## src/rtl/pem_pkg.sv

```systemverilog
package pem_pkg;
  typedef enum logic [1:0] {
    ST_IDLE   = 2'd0,
    ST_OPEN   = 2'd1,
    ST_SETTLE = 2'd2
  } pemState_e;

  // strobes from control to datapath
  typedef struct packed {
    logic clear;      // start of window: zero counters, load tolerances
    logic sample;     // this cycle's inputs belong to the window
    logic evalWidth;  // settle cycle: judge final high-time totals
  } pemCtl_t;
endpackage

```

## src/rtl/pem_sat_cnt.sv

```systemverilog
module pem_sat_cnt #(
  parameter int W = 16
) (
  input  logic         clk,
  input  logic         rst,
  input  logic         clear,
  input  logic         inc,
  output logic [W-1:0] cnt
);
  localparam logic [W-1:0] MAX = '1;

  always_ff @(posedge clk) begin
    if (rst || clear)
      cnt <= '0;
    else if (inc && cnt != MAX)
      cnt <= cnt + 1'b1;
  end
endmodule

```

## src/rtl/pem_edge_stamp.sv

```systemverilog
module pem_edge_stamp #(
  parameter int W = 16
) (
  input  logic         clk,
  input  logic         rst,
  input  logic         clear,
  input  logic         sample,
  input  logic         level,
  input  logic [W-1:0] now,
  output logic         seen,
  output logic [W-1:0] stamp
);
  logic prevLevel;

  always_ff @(posedge clk) begin
    if (rst || clear) begin
      prevLevel <= 1'b0;
      seen      <= 1'b0;
      stamp     <= '0;
    end else if (sample) begin
      prevLevel <= level;
      if (level && !prevLevel && !seen) begin
        seen  <= 1'b1;
        stamp <= now;
      end
    end
  end
endmodule

```

## src/rtl/pem_ctrl.sv

```systemverilog
module pem_ctrl
  import pem_pkg::*;
(
  input  logic    clk,
  input  logic    rst,
  input  logic    winStart,
  input  logic    winEnd,
  output pemCtl_t ctl,
  output logic    windowOpen,
  output logic    done
);
  pemState_e state;

  always_ff @(posedge clk) begin
    if (rst) begin
      state <= ST_IDLE;
      done  <= 1'b0;
    end else begin
      done <= 1'b0;
      if (winStart) begin
        state <= ST_OPEN;
      end else begin
        case (state)
          ST_OPEN:   if (winEnd) state <= ST_SETTLE;
          ST_SETTLE: begin
            state <= ST_IDLE;
            done  <= 1'b1;
          end
          default:   state <= ST_IDLE;
        endcase
      end
    end
  end

  always_comb begin
    windowOpen    = (state == ST_OPEN);
    ctl.clear     = winStart;
    ctl.sample    = (state == ST_OPEN) && !winStart;
    ctl.evalWidth = (state == ST_SETTLE) && !winStart;
  end
endmodule

```

## src/rtl/pem_datapath.sv

```systemverilog
module pem_datapath
  import pem_pkg::*;
#(
  parameter int CNT_W = 16
) (
  input  logic             clk,
  input  logic             rst,
  input  pemCtl_t          ctl,
  input  logic             dutPulse,
  input  logic             refPulse,
  input  logic [CNT_W-1:0] tolDelay,
  input  logic [CNT_W-1:0] tolWidth,
  output logic [CNT_W-1:0] mismatchCount,
  output logic [CNT_W-1:0] dutHighCount,
  output logic [CNT_W-1:0] refHighCount,
  output logic             strictErr,
  output logic             tolErr
);
  localparam int NCH = 2;  // channel 0: under test, channel 1: reference

  logic [CNT_W-1:0] tolDelayQ, tolWidthQ;
  logic [CNT_W-1:0] timer;
  logic [NCH-1:0]   chLevel;
  logic [NCH-1:0]   chSeen;
  logic [CNT_W-1:0] chStamp [NCH];
  logic [CNT_W-1:0] chHigh  [NCH];

  assign chLevel = {refPulse, dutPulse};

  always_ff @(posedge clk) begin
    if (rst) begin
      tolDelayQ <= '0;
      tolWidthQ <= '0;
    end else if (ctl.clear) begin
      tolDelayQ <= tolDelay;
      tolWidthQ <= tolWidth;
    end
  end

  pem_sat_cnt #(.W(CNT_W)) uTimer (
    .clk(clk), .rst(rst), .clear(ctl.clear), .inc(ctl.sample), .cnt(timer)
  );

  pem_sat_cnt #(.W(CNT_W)) uMismatch (
    .clk(clk), .rst(rst), .clear(ctl.clear),
    .inc(ctl.sample && (dutPulse != refPulse)), .cnt(mismatchCount)
  );

  for (genvar ch = 0; ch < NCH; ch++) begin : gChan
    pem_sat_cnt #(.W(CNT_W)) uHigh (
      .clk(clk), .rst(rst), .clear(ctl.clear),
      .inc(ctl.sample && chLevel[ch]), .cnt(chHigh[ch])
    );
    pem_edge_stamp #(.W(CNT_W)) uEdge (
      .clk(clk), .rst(rst), .clear(ctl.clear), .sample(ctl.sample),
      .level(chLevel[ch]), .now(timer),
      .seen(chSeen[ch]), .stamp(chStamp[ch])
    );
  end

  assign dutHighCount = chHigh[0];
  assign refHighCount = chHigh[1];

  // tolerance evaluation
  logic [CNT_W-1:0] edgeGap, pendStamp, pendGap, widthGap;
  logic             delayViol, widthViol;

  always_comb begin
    edgeGap   = (chStamp[0] >= chStamp[1]) ? (chStamp[0] - chStamp[1])
                                           : (chStamp[1] - chStamp[0]);
    pendStamp = chSeen[0] ? chStamp[0] : chStamp[1];
    pendGap   = timer - pendStamp;
    widthGap  = (chHigh[0] >= chHigh[1]) ? (chHigh[0] - chHigh[1])
                                         : (chHigh[1] - chHigh[0]);
    delayViol = (chSeen[0] && chSeen[1] && (edgeGap > tolDelayQ)) ||
                ((chSeen[0] ^ chSeen[1]) && (pendGap > tolDelayQ));
    widthViol = widthGap > tolWidthQ;
  end

  always_ff @(posedge clk) begin
    if (rst || ctl.clear) begin
      strictErr <= 1'b0;
      tolErr    <= 1'b0;
    end else begin
      if (ctl.sample && (dutPulse != refPulse))
        strictErr <= 1'b1;
      if (((ctl.sample || ctl.evalWidth) && delayViol) ||
          (ctl.evalWidth && widthViol))
        tolErr <= 1'b1;
    end
  end
endmodule

```

## src/rtl/pulse_err_monitor.sv

```systemverilog
module pulse_err_monitor
  import pem_pkg::*;
#(
  parameter int CNT_W = 16
) (
  input  logic             clk,
  input  logic             rst,
  input  logic             dutPulse,
  input  logic             refPulse,
  input  logic             winStart,
  input  logic             winEnd,
  input  logic [CNT_W-1:0] tolDelay,
  input  logic [CNT_W-1:0] tolWidth,
  output logic [CNT_W-1:0] mismatchCount,
  output logic [CNT_W-1:0] dutHighCount,
  output logic [CNT_W-1:0] refHighCount,
  output logic             strictErr,
  output logic             tolErr,
  output logic             windowOpen,
  output logic             done
);
  pemCtl_t ctl;

  pem_ctrl uCtrl (
    .clk(clk), .rst(rst), .winStart(winStart), .winEnd(winEnd),
    .ctl(ctl), .windowOpen(windowOpen), .done(done)
  );

  pem_datapath #(.CNT_W(CNT_W)) uData (
    .clk(clk), .rst(rst), .ctl(ctl),
    .dutPulse(dutPulse), .refPulse(refPulse),
    .tolDelay(tolDelay), .tolWidth(tolWidth),
    .mismatchCount(mismatchCount), .dutHighCount(dutHighCount),
    .refHighCount(refHighCount), .strictErr(strictErr), .tolErr(tolErr)
  );
endmodule

```

## config.mk

```make
export PLATFORM = sky130hd
export DESIGN_NAME = pulse_err_monitor
export DESIGN_NICKNAME = d
export VERILOG_FILES = /design/src/rtl/pem_pkg.sv /design/src/rtl/pem_sat_cnt.sv /design/src/rtl/pem_edge_stamp.sv /design/src/rtl/pem_ctrl.sv /design/src/rtl/pem_datapath.sv /design/src/rtl/pulse_err_monitor.sv
export SDC_FILE = /design/constraint.sdc
export NUM_CORES = 1
export LEC_CHECK = 0
export CAP_MARGIN = 10
export CORE_MARGIN = 1
export CORE_UTILIZATION = 40
export DETAILED_ROUTE_END_ITERATION = 6
export GPL_TIMING_DRIVEN = 0
export SKIP_LAST_GASP = 1
export SYNTH_ARGS = -nofsm -noshare
export SYNTH_HDL_FRONTEND = slang
export SYNTH_SLANG_ARGS = --single-unit
```

## constraint.sdc

```tcl
create_clock -name clk -period 4.49 [get_ports clk]
set_input_delay 0.898 -clock clk [delete_from_list [all_inputs] [get_ports clk]]
set_output_delay 0.898 -clock clk [all_outputs]
set_load 0.01 [all_outputs]
```

==> reports/results.tsv, run 1 <==
stage	metric	value	unit
drt	post-route ant nets	0	
layout	layout cells sized above 1	6.02	%
drt	Routed WL	28500	um
floorplanning	Die Span Y	163	um
pwr	clock share of power	48.1	%
clock_tree	setup repair bufs after CTS	0	
clock_tree	CTS tree	done	
logic_synthesis	sequential share of the synthesized area	26.4	%
placement	Post-DP Area	0.0117	mm^2
setup_path	CP Class	reg2reg	
drt	DR vias	9270	
logic_synthesis	count leader, synth	nor2_1	
floorplanning	die width	163	um
sta	skew final	0.0145	ns
sta	Slew HR	49.5	%
clock_tree	Root Driver	clkbuf_16	
drt	1st-iter DRT viols	499	
logic_synthesis	Synth cell types	67	
outcome	run status	completed	
logic_synthesis	top cell type's share of synthesized area	26.4	%
pwr	Net Sw Frac	26.7	%
drt	via/cell ratio	5.27	
sta	Final Max Tran Viols	0	
layout	area delta synth->final	18.0	%
logic_synthesis	biggest area consumer among synthesized cells	dfxtp_1	
logic_synthesis	synth cell count leaders	nor2_1 (146), dfxtp_1 (137), ha_1 (130), nand2_1 (126), a21oi_1 (117)	
sta	post-route minimum period	4.30	ns
logic_synthesis	syn nets	1486	
logic_synthesis	cell count after synthesis	1313	
layout	Diodes inserted	0	
pwr	P_int	0.00206	W
placement	Port Buffers	87	
clock_tree	worst skew pair latency	0.43	ns
floorplanning	die area	0.0267	mm^2
logic_synthesis	#FFs+latches synth	137	
clock_tree	CTS H-tree lvls	4	
drt	# DRC	0	
global_routing	GRT Total Usage	21.9	%
floorplanning	core area	0.0253	mm^2
pwr	Reg power frac	44.4	%
setup_path	crit path DAT	4.56	ns
clock_tree	Clock Path Buffers	2	
sta	Tightest Pin Transition	0.758	ns
floorplanning	Initial Utilization	41.1	%
worst_hold_path	Hold WC Path Type	reg2reg	
setup_path	crit path capture type	flop	
drt	DRT Pass-1 Iters	7	
logic_synthesis	Area contributors post-synth	dfxtp_1 (26%), ha_1 (16%), mux2i_1 (5.9%), a21oi_1 (5.6%), xnor2_1 (5.3%)	
clock_tree	CTS sink cnt	137	
pwr	P_sw	0.000749	W
global_routing	initial antenna violation count	0	
layout	fillers	2528	
drt	WL/cell	16.2	um
clock_tree	CTS Buf Count	17	
placement	Final Wtd Congestion	0.920	
layout	Final nets	1588	
pwr	Total Power	0.00281	W
layout	final instance area	0.0123	mm^2
pwr	pwr dens	229	mW/mm^2
pwr	Leak Pwr	4.90	nW
clock_tree	CTS Hold Buffers Added	0	
flow_run	max cap viols	0	
pwr	VDD IR-drop max	0.158	mV
pwr	Comb pwr share	7.5	%
sta	fmax	233	MHz
global_routing	first-pass GRT wire length	46100	um
logic_synthesis	Synth Flop Type	dfxtp_1	
sta	final number of setup-violating endpoints	0	
global_routing	GR Overflow Total	0	
setup_path	critical path launch point type	flop	
clock_tree	CTS clock-pin slew for the worst setup and hold paths	0.07	ns
placement	dpl hpwl	22600	um
sta	Final Hold Viols	0	
logic_synthesis	YS warnings	0	
floorplanning	I/O Pins	90	
floorplanning	# rows	58	
logic_synthesis	fraction of registers with async set or reset after synthesis	0	%
setup_path	Critical Path RT	4.76	ns
logic_synthesis	mean post-synth cell area	7.92	um^2
logic_synthesis	Post-synth EDFFs	0	
logic_synthesis	Synth Cell Area	0.0104	mm^2
setup_path	CP max FO	10	
global_routing	number of global-route vias before repair	8751	
sta	Tcrit/Tclk final	95.7	%
global_routing	largest net degree at the start of global routing	17	
## worst max-delay path: stages (launching register included)
cell and delay [ns]:
dfxtp_1 0.46, inv_1 0.08, ha_1 0.30, buf_2 0.18, a21oi_1 0.21, o221ai_1 0.18, a221o_1 0.37, a21o_1 0.22
buf_2 0.22, o211ai_1 0.10, o21ai_0 0.14, xnor2_1 0.19, ha_1 0.25, and3_1 0.19, a2111oi_1 0.44, o21ai_0 0.19
a21oi_1 0.14, a311o_1 0.19, a31oi_1 0.09
## kinds of logic after synthesis
logic type	synth area share (%)
buffers and inverters	6.33
XOR/XNOR	8.08
multiplexers	6.09
adder cells (fa/ha/maj)	16.6
flip-flops	26.4
AND/OR/NAND/NOR	19.7
AO/OA/AOI/OAI	16.8
## layout by cell type, fill, tap and decap left out, types with 12 or more instances in the layout
cell type          n
nand3_1           35
a21o_1            26
nor2_1           146
clkdlybuf4s50_1   87
dfxtp_1          135
clkbuf_16         17
ha_1             130
a21oi_1          115
nand2_1          126
clkbuf_1          26
nor2b_1           14
buf_2             19
inv_1            111
mux2i_1           61
xor2_1            33
nand4_1           31
xnor2_1           63
nor3_1            15
o21ai_0           49
o21a_1            12
and3_1            19
## final cells by class
cell class | count | area (um^2) | share of cell area [%]
Clock buffer | 18 | 429 | 3.50
Timing Repair Buffer | 87 | 871 | 7.09
Tap cell | 330 | 413 | 3.36
Multi-Input combinational cell | 1010 | 7030 | 57.3
Sequential cell | 137 | 2750 | 22.4
Inverter | 111 | 417 | 3.39
Buffer | 51 | 245 | 2.00
Clock inverter | 14 | 125 | 1.02
## stage by stage
step / setup WS, ns / instances / utilization [%] / hold slack, ns / TNS, ns
floorplan: 0.152 / 1313 / - / 0.449 / 0
global placement: -0.849 / 1730 / 46.1 / 0.468 / -0.849
detailed placement: -0.853 / 1730 / 46.1 / 0.472 / -0.853
CTS: 0.0485 / 1762 / 48.4 / 0.481 / 0
global route: -0.0125 / 1758 / 48.5 / 0.505 / -0.0125
finish: 0.194 / 1758 / 48.5 / 0.489 / 0
## flip-flops by register name (all words and copies together) (netlist names)
signal                       cells
uData.gChan.uEdge.prevLevel      2
uCtrl.done                       1
uData.gChan.uEdge.seen           2
uData.uTimer.cnt                16
uData.strictErr                  1
uCtrl.state                      2
uData.tolDelayQ                 16
uData.tolErr                     1
uData.uMismatch.cnt             16
uData.gChan.uHigh.cnt           32
uData.gChan.uEdge.stamp         32
uData.tolWidthQ                 16
## power by group through the flow
stage               Sequential (W)  Combinational, W  Clock (W)
finish                     0.00125          0.000211    0.00135
global route               0.00125          0.000239    0.00143
CTS                        0.00125          0.000213    0.00138
detailed placement         0.00127          0.000211          0
global placement           0.00127          0.000209          0
floorplan                  0.00127          0.000132          0
## metal layers
| layer | wire length [um] | global-route usage, % |
|---|---|---|
| met5 | 0 | 0 |
| met4 | 286 | 4.97 |
| met3 | 1380 | 3.15 |
| met2 | 11900 | 33.2 |
| met1 | 14900 | 32.4 |
## path summary, 6_finish.rpt
path,depth (start not counted),from,end,slack (ns)
worst max-delay path,18,uData.gChan[0].uHigh.cnt[13]$_SDFFE_PP0P_,uData.tolErr$_SDFFE_PP0P_,0.19
worst min-delay path,2,uData.gChan[1].uEdge.stamp[15]$_SDFFE_PP0P_,uData.gChan[1].uEdge.stamp[15]$_SDFFE_PP0P_,0.49
worst max register to register,18,uData.gChan[0].uHigh.cnt[13]$_SDFFE_PP0P_,uData.tolErr$_SDFFE_PP0P_,0.19
worst min register to register,2,uData.gChan[1].uEdge.stamp[15]$_SDFFE_PP0P_,uData.gChan[1].uEdge.stamp[15]$_SDFFE_PP0P_,0.49
## repair_timing
| action | in CTS | in global routing |
|---|---|---|
| cloned | 0 | 0 |
| pin swaps | 0 | 1 |
| setup endpoints to repair | 1 | 1 |
| gates resized for setup | 6 | 12 |
Note: power is estimated with default switching activity, not from simulation.
==> run 2: changes to the inputs <==
CORE_UTILIZATION = 30   (was 40)
==> run 2 against run 1 <==
  * Via count down 1.3%
  * Register-to-register slack gained 0.09 ns
  * Die area increased by 33%
  * First-iteration DRC count down 27%
  * Total power is 4.1% higher
  * Maximum frequency grew 2.2%
  * Non-clock buffer count fell by 2
  * Routed wire length increased by 1.2%
  * Worst hold slack improved by 0.0061 ns
  * Clock-buffer cell count fell by 1
  * Core utilization down 12 points
  * Sequential power about the same
  * Critical path type unchanged
==> reports/results.tsv, run 2 (synthesis results as in run 1) <==
stage	metric	value	unit	change
outcome	run status	completed		unchanged
drt	via/cell ratio	4.88		was 5.27
drt	# DRC	0		unchanged
placement	dpl hpwl	23200	um	was 22600 um
layout	area delta synth->final	19.7	%	was 18.0%
clock_tree	CTS tree	done		unchanged
clock_tree	CTS Buf Count	17		unchanged
sta	setup total negative slack	0	ns	unchanged
sta	Tightest Pin Transition	0.775	ns	was 0.758 ns
sta	Slew HR	48.4	%	was 49.5%
floorplanning	I/O Pins	90		unchanged
layout	most common cell after layout, fill and taps aside	nor2_1		unchanged
placement	Final Wtd Congestion	0.916		was 0.920
sta	final worst slack	0.284	ns	was 0.194 ns
pwr	P_sw	0.000752	W	was 0.000749 W
worst_hold_path	hold path depth	2		unchanged
pwr	Leak Pwr	4.92	nW	was 4.90 nW
placement	Cells after DPL	1848		was 1730
clock_tree	Root Driver	clkbuf_16		unchanged
pwr	Net Sw Frac	25.7	%	was 26.7%
global_routing	first-pass GRT wire length	46500	um	was 46100 um
sta	Tcrit/Tclk final	93.7	%	was 95.7%
sta	skew final	0.00838	ns	was 0.0145 ns
clock_tree	CTS sink cnt	137		unchanged
clock_tree	CTS H-tree lvls	4		unchanged
layout	most frequent cells in the layout	nor2_1 (146), dfxtp_1 (134), ha_1 (130), nand2_1 (126), a21oi_1 (115)		was nor2_1 (146), dfxtp_1 (135), ha_1 (130), nand2_1 (126), a21oi_1 (115)
setup_path	CP max FO	19		was 10
floorplanning	die area	0.0354	mm^2	was 0.0267 mm^2
layout	FF/Latch Area	0.00275	mm^2	about the same
layout	layout cells sized above 1	6.10	%	was 6.02%
pwr	Reg power frac	42.7	%	was 44.4%
setup_path	crit path cell chain	clkbuf_8 -> mux2i_1 -> ha_1 -> nor2b_1 -> o31a_1 -> o31ai_2 -> a31oi_1 -> o21a_1 -> nor2_1 -> xnor2_1 -> ha_1 -> and3_1 -> nand4_1 -> or4_1 -> o2111ai_1 -> a31oi_1		was inv_1 -> ha_1 -> buf_2 -> a21oi_1 -> o221ai_1 -> a221o_1 -> a21o_1 -> buf_2 -> o211ai_1 -> o21ai_0 -> xnor2_1 -> ha_1 -> and3_1 -> a2111oi_1 -> o21ai_0 -> a21oi_1 -> a311o_1 -> a31oi_1
global_routing	number of global-route vias before repair	8942		was 8751
layout	Multi-input gate area	0.00703	mm^2	about the same
floorplanning	Initial Utilization	30.7	%	was 41.1%
pwr	Comb pwr share	7.2	%	was 7.5%
clock_tree	CTS Hold Buffers Added	0		unchanged
setup_path	CP bufs+invs	1		was 3
clock_tree	CTS clock-pin slew for the worst setup and hold paths	0.07	ns	about the same
sta	RSZ-0062 raised after global routing	false		
setup_path	Critical Path RT	4.77	ns	was 4.76 ns
setup_path	critical path launch point type	flop		unchanged
global_routing	initial antenna violation count	0		unchanged
pwr	pwr dens	235	mW/mm^2	was 229 mW/mm^2
layout	Diodes inserted	0		unchanged
clock_tree	setup repair bufs after CTS	0		unchanged
drt	1st-iter DRT viols	363		was 499
worst_hold_path	Hold WC Path Type	reg2reg		unchanged
drt	DRT Pass-1 Iters	4		was 7
flow_run	max cap viols	0		unchanged
drt	DR vias	9148		was 9270
drt	post-route ant nets	0		unchanged
floorplanning	# rows	67		was 58
placement	Port Buffers	87		unchanged
setup_path	slowest CP cell	or4_1		was dfxtp_1
layout	final instance area	0.0125	mm^2	was 0.0123 mm^2
floorplanning	Die Span Y	188	um	was 163 um
layout	fillers	3514		was 2528
sta	post-route minimum period	4.21	ns	was 4.30 ns
clock_tree	Clock Path Buffers	2		unchanged
global_routing	GRT Total Usage	16.4	%	was 21.9%
drt	Routed WL	28800	um	was 28500 um
layout	Final nets	1586		was 1588
setup_path	Critical Path Max Stage Delay	0.54	ns	was 0.46 ns
global_routing	largest net degree at the start of global routing	17		unchanged
global_routing	GR Overflow Total	0		unchanged
setup_path	crit path DAT	4.49	ns	was 4.56 ns
setup_path	CP Class	reg2reg		unchanged
sta	final number of setup-violating endpoints	0		unchanged
sta	Final Hold Viols	0		unchanged
clock_tree	worst skew pair latency	0.43	ns	about the same
floorplanning	core area	0.0339	mm^2	was 0.0253 mm^2
layout	post-layout util	36.8	%	was 48.5%
pwr	P_int	0.00217	W	was 0.00206 W
setup_path	crit path capture type	flop		unchanged
setup_path	largest delay contributor family on the critical path	compound AO/OA/AOI/OAI gates		unchanged
placement	Post-DP Area	0.0118	mm^2	was 0.0117 mm^2
setup_path	R2R cell count	16		was 18
layout	non-filler instance count after layout	1874		was 1758
sta	Final Max Tran Viols	0		unchanged
floorplanning	die width	188	um	was 163 um
layout	Largest regs	uData.gChan.uEdge.stamp (32), uData.gChan.uHigh.cnt (32)		unchanged
pwr	clock share of power	50.1	%	was 48.1%
drt	WL/cell	15.4	um	was 16.2 um
setup_path	Crit path depth	16		was 18
pwr	VDD IR-drop max	0.276	mV	was 0.158 mV
sta	fmax	238	MHz	was 233 MHz
placement	pre-CTS setup slack	-0.803	ns	was -0.853 ns
## run 2: area by class of cell
| cell class | count | area share (%) |
|---|---|---|
| timing repair buffer | 87 | 6.99 |
| tap | 448 | 4.50 |
| sequential | 137 | 22.0 |
| inverter | 111 | 3.35 |
| multi-input combinational | 1010 | 56.4 |
| clock inverter | 15 | 1.42 |
| clock buffer | 17 | 3.42 |
| buffer | 49 | 1.84 |
## run 2: timing repair
action	4_1_cts	5_1_grt
endpoints found under the hold margin	0	0
pin swaps	0	1
resized for setup	6	13
setup endpoints to repair	1	1
## run 2: worst paths after layout
check	from	endpoint	slack, ns
worst max-delay path	uData.gChan[0].uEdge.seen$_SDFFE_PP0P_	uData.tolErr$_SDFFE_PP0P_	0.28
worst min-delay path	uData.strictErr$_SDFFE_PP0P_	uData.strictErr$_SDFFE_PP0P_	0.50
worst max register to register	uData.gChan[0].uEdge.seen$_SDFFE_PP0P_	uData.tolErr$_SDFFE_PP0P_	0.28
worst min register to register	uData.strictErr$_SDFFE_PP0P_	uData.strictErr$_SDFFE_PP0P_	0.50
## run 2: per-stage QoR
step                      hold WS (ns)  total power (W)
after floorplan                  0.449          0.00140
after global placement           0.454          0.00148
after detailed placement         0.469          0.00149
after CTS                        0.499          0.00296
after global routing             0.514          0.00304
final                            0.495          0.00292
## run 2: tightest hold or removal path: cells and delay by family (launching register included)
kind / cells / cell delay [ns]
flops: 1 / 0.33
simple gates: 1 / 0.08
compound gates: 1 / 0.04
## run 2: power by group through the flow
stage | Clock [W] | Combinational (W) | Sequential (W)
global placement | 0 | 0.000209 | 0.00127
floorplan | 0 | 0.000132 | 0.00127
CTS | 0.00150 | 0.000214 | 0.00125
global route | 0.00155 | 0.000239 | 0.00125
finish | 0.00146 | 0.000211 | 0.00125
detailed placement | 0 | 0.000212 | 0.00127
## run 2: layer usage
metal	part of all wire, %	vias to the layer above	GRT usage (%)	wire (um)
met3	3.5	32	2.57	1010
li1	-	4742	-	-
met1	51	4238	22.7	14800
met5	0	-	0	0
met2	44	136	26.2	12600
met4	1.5	0	4.60	425
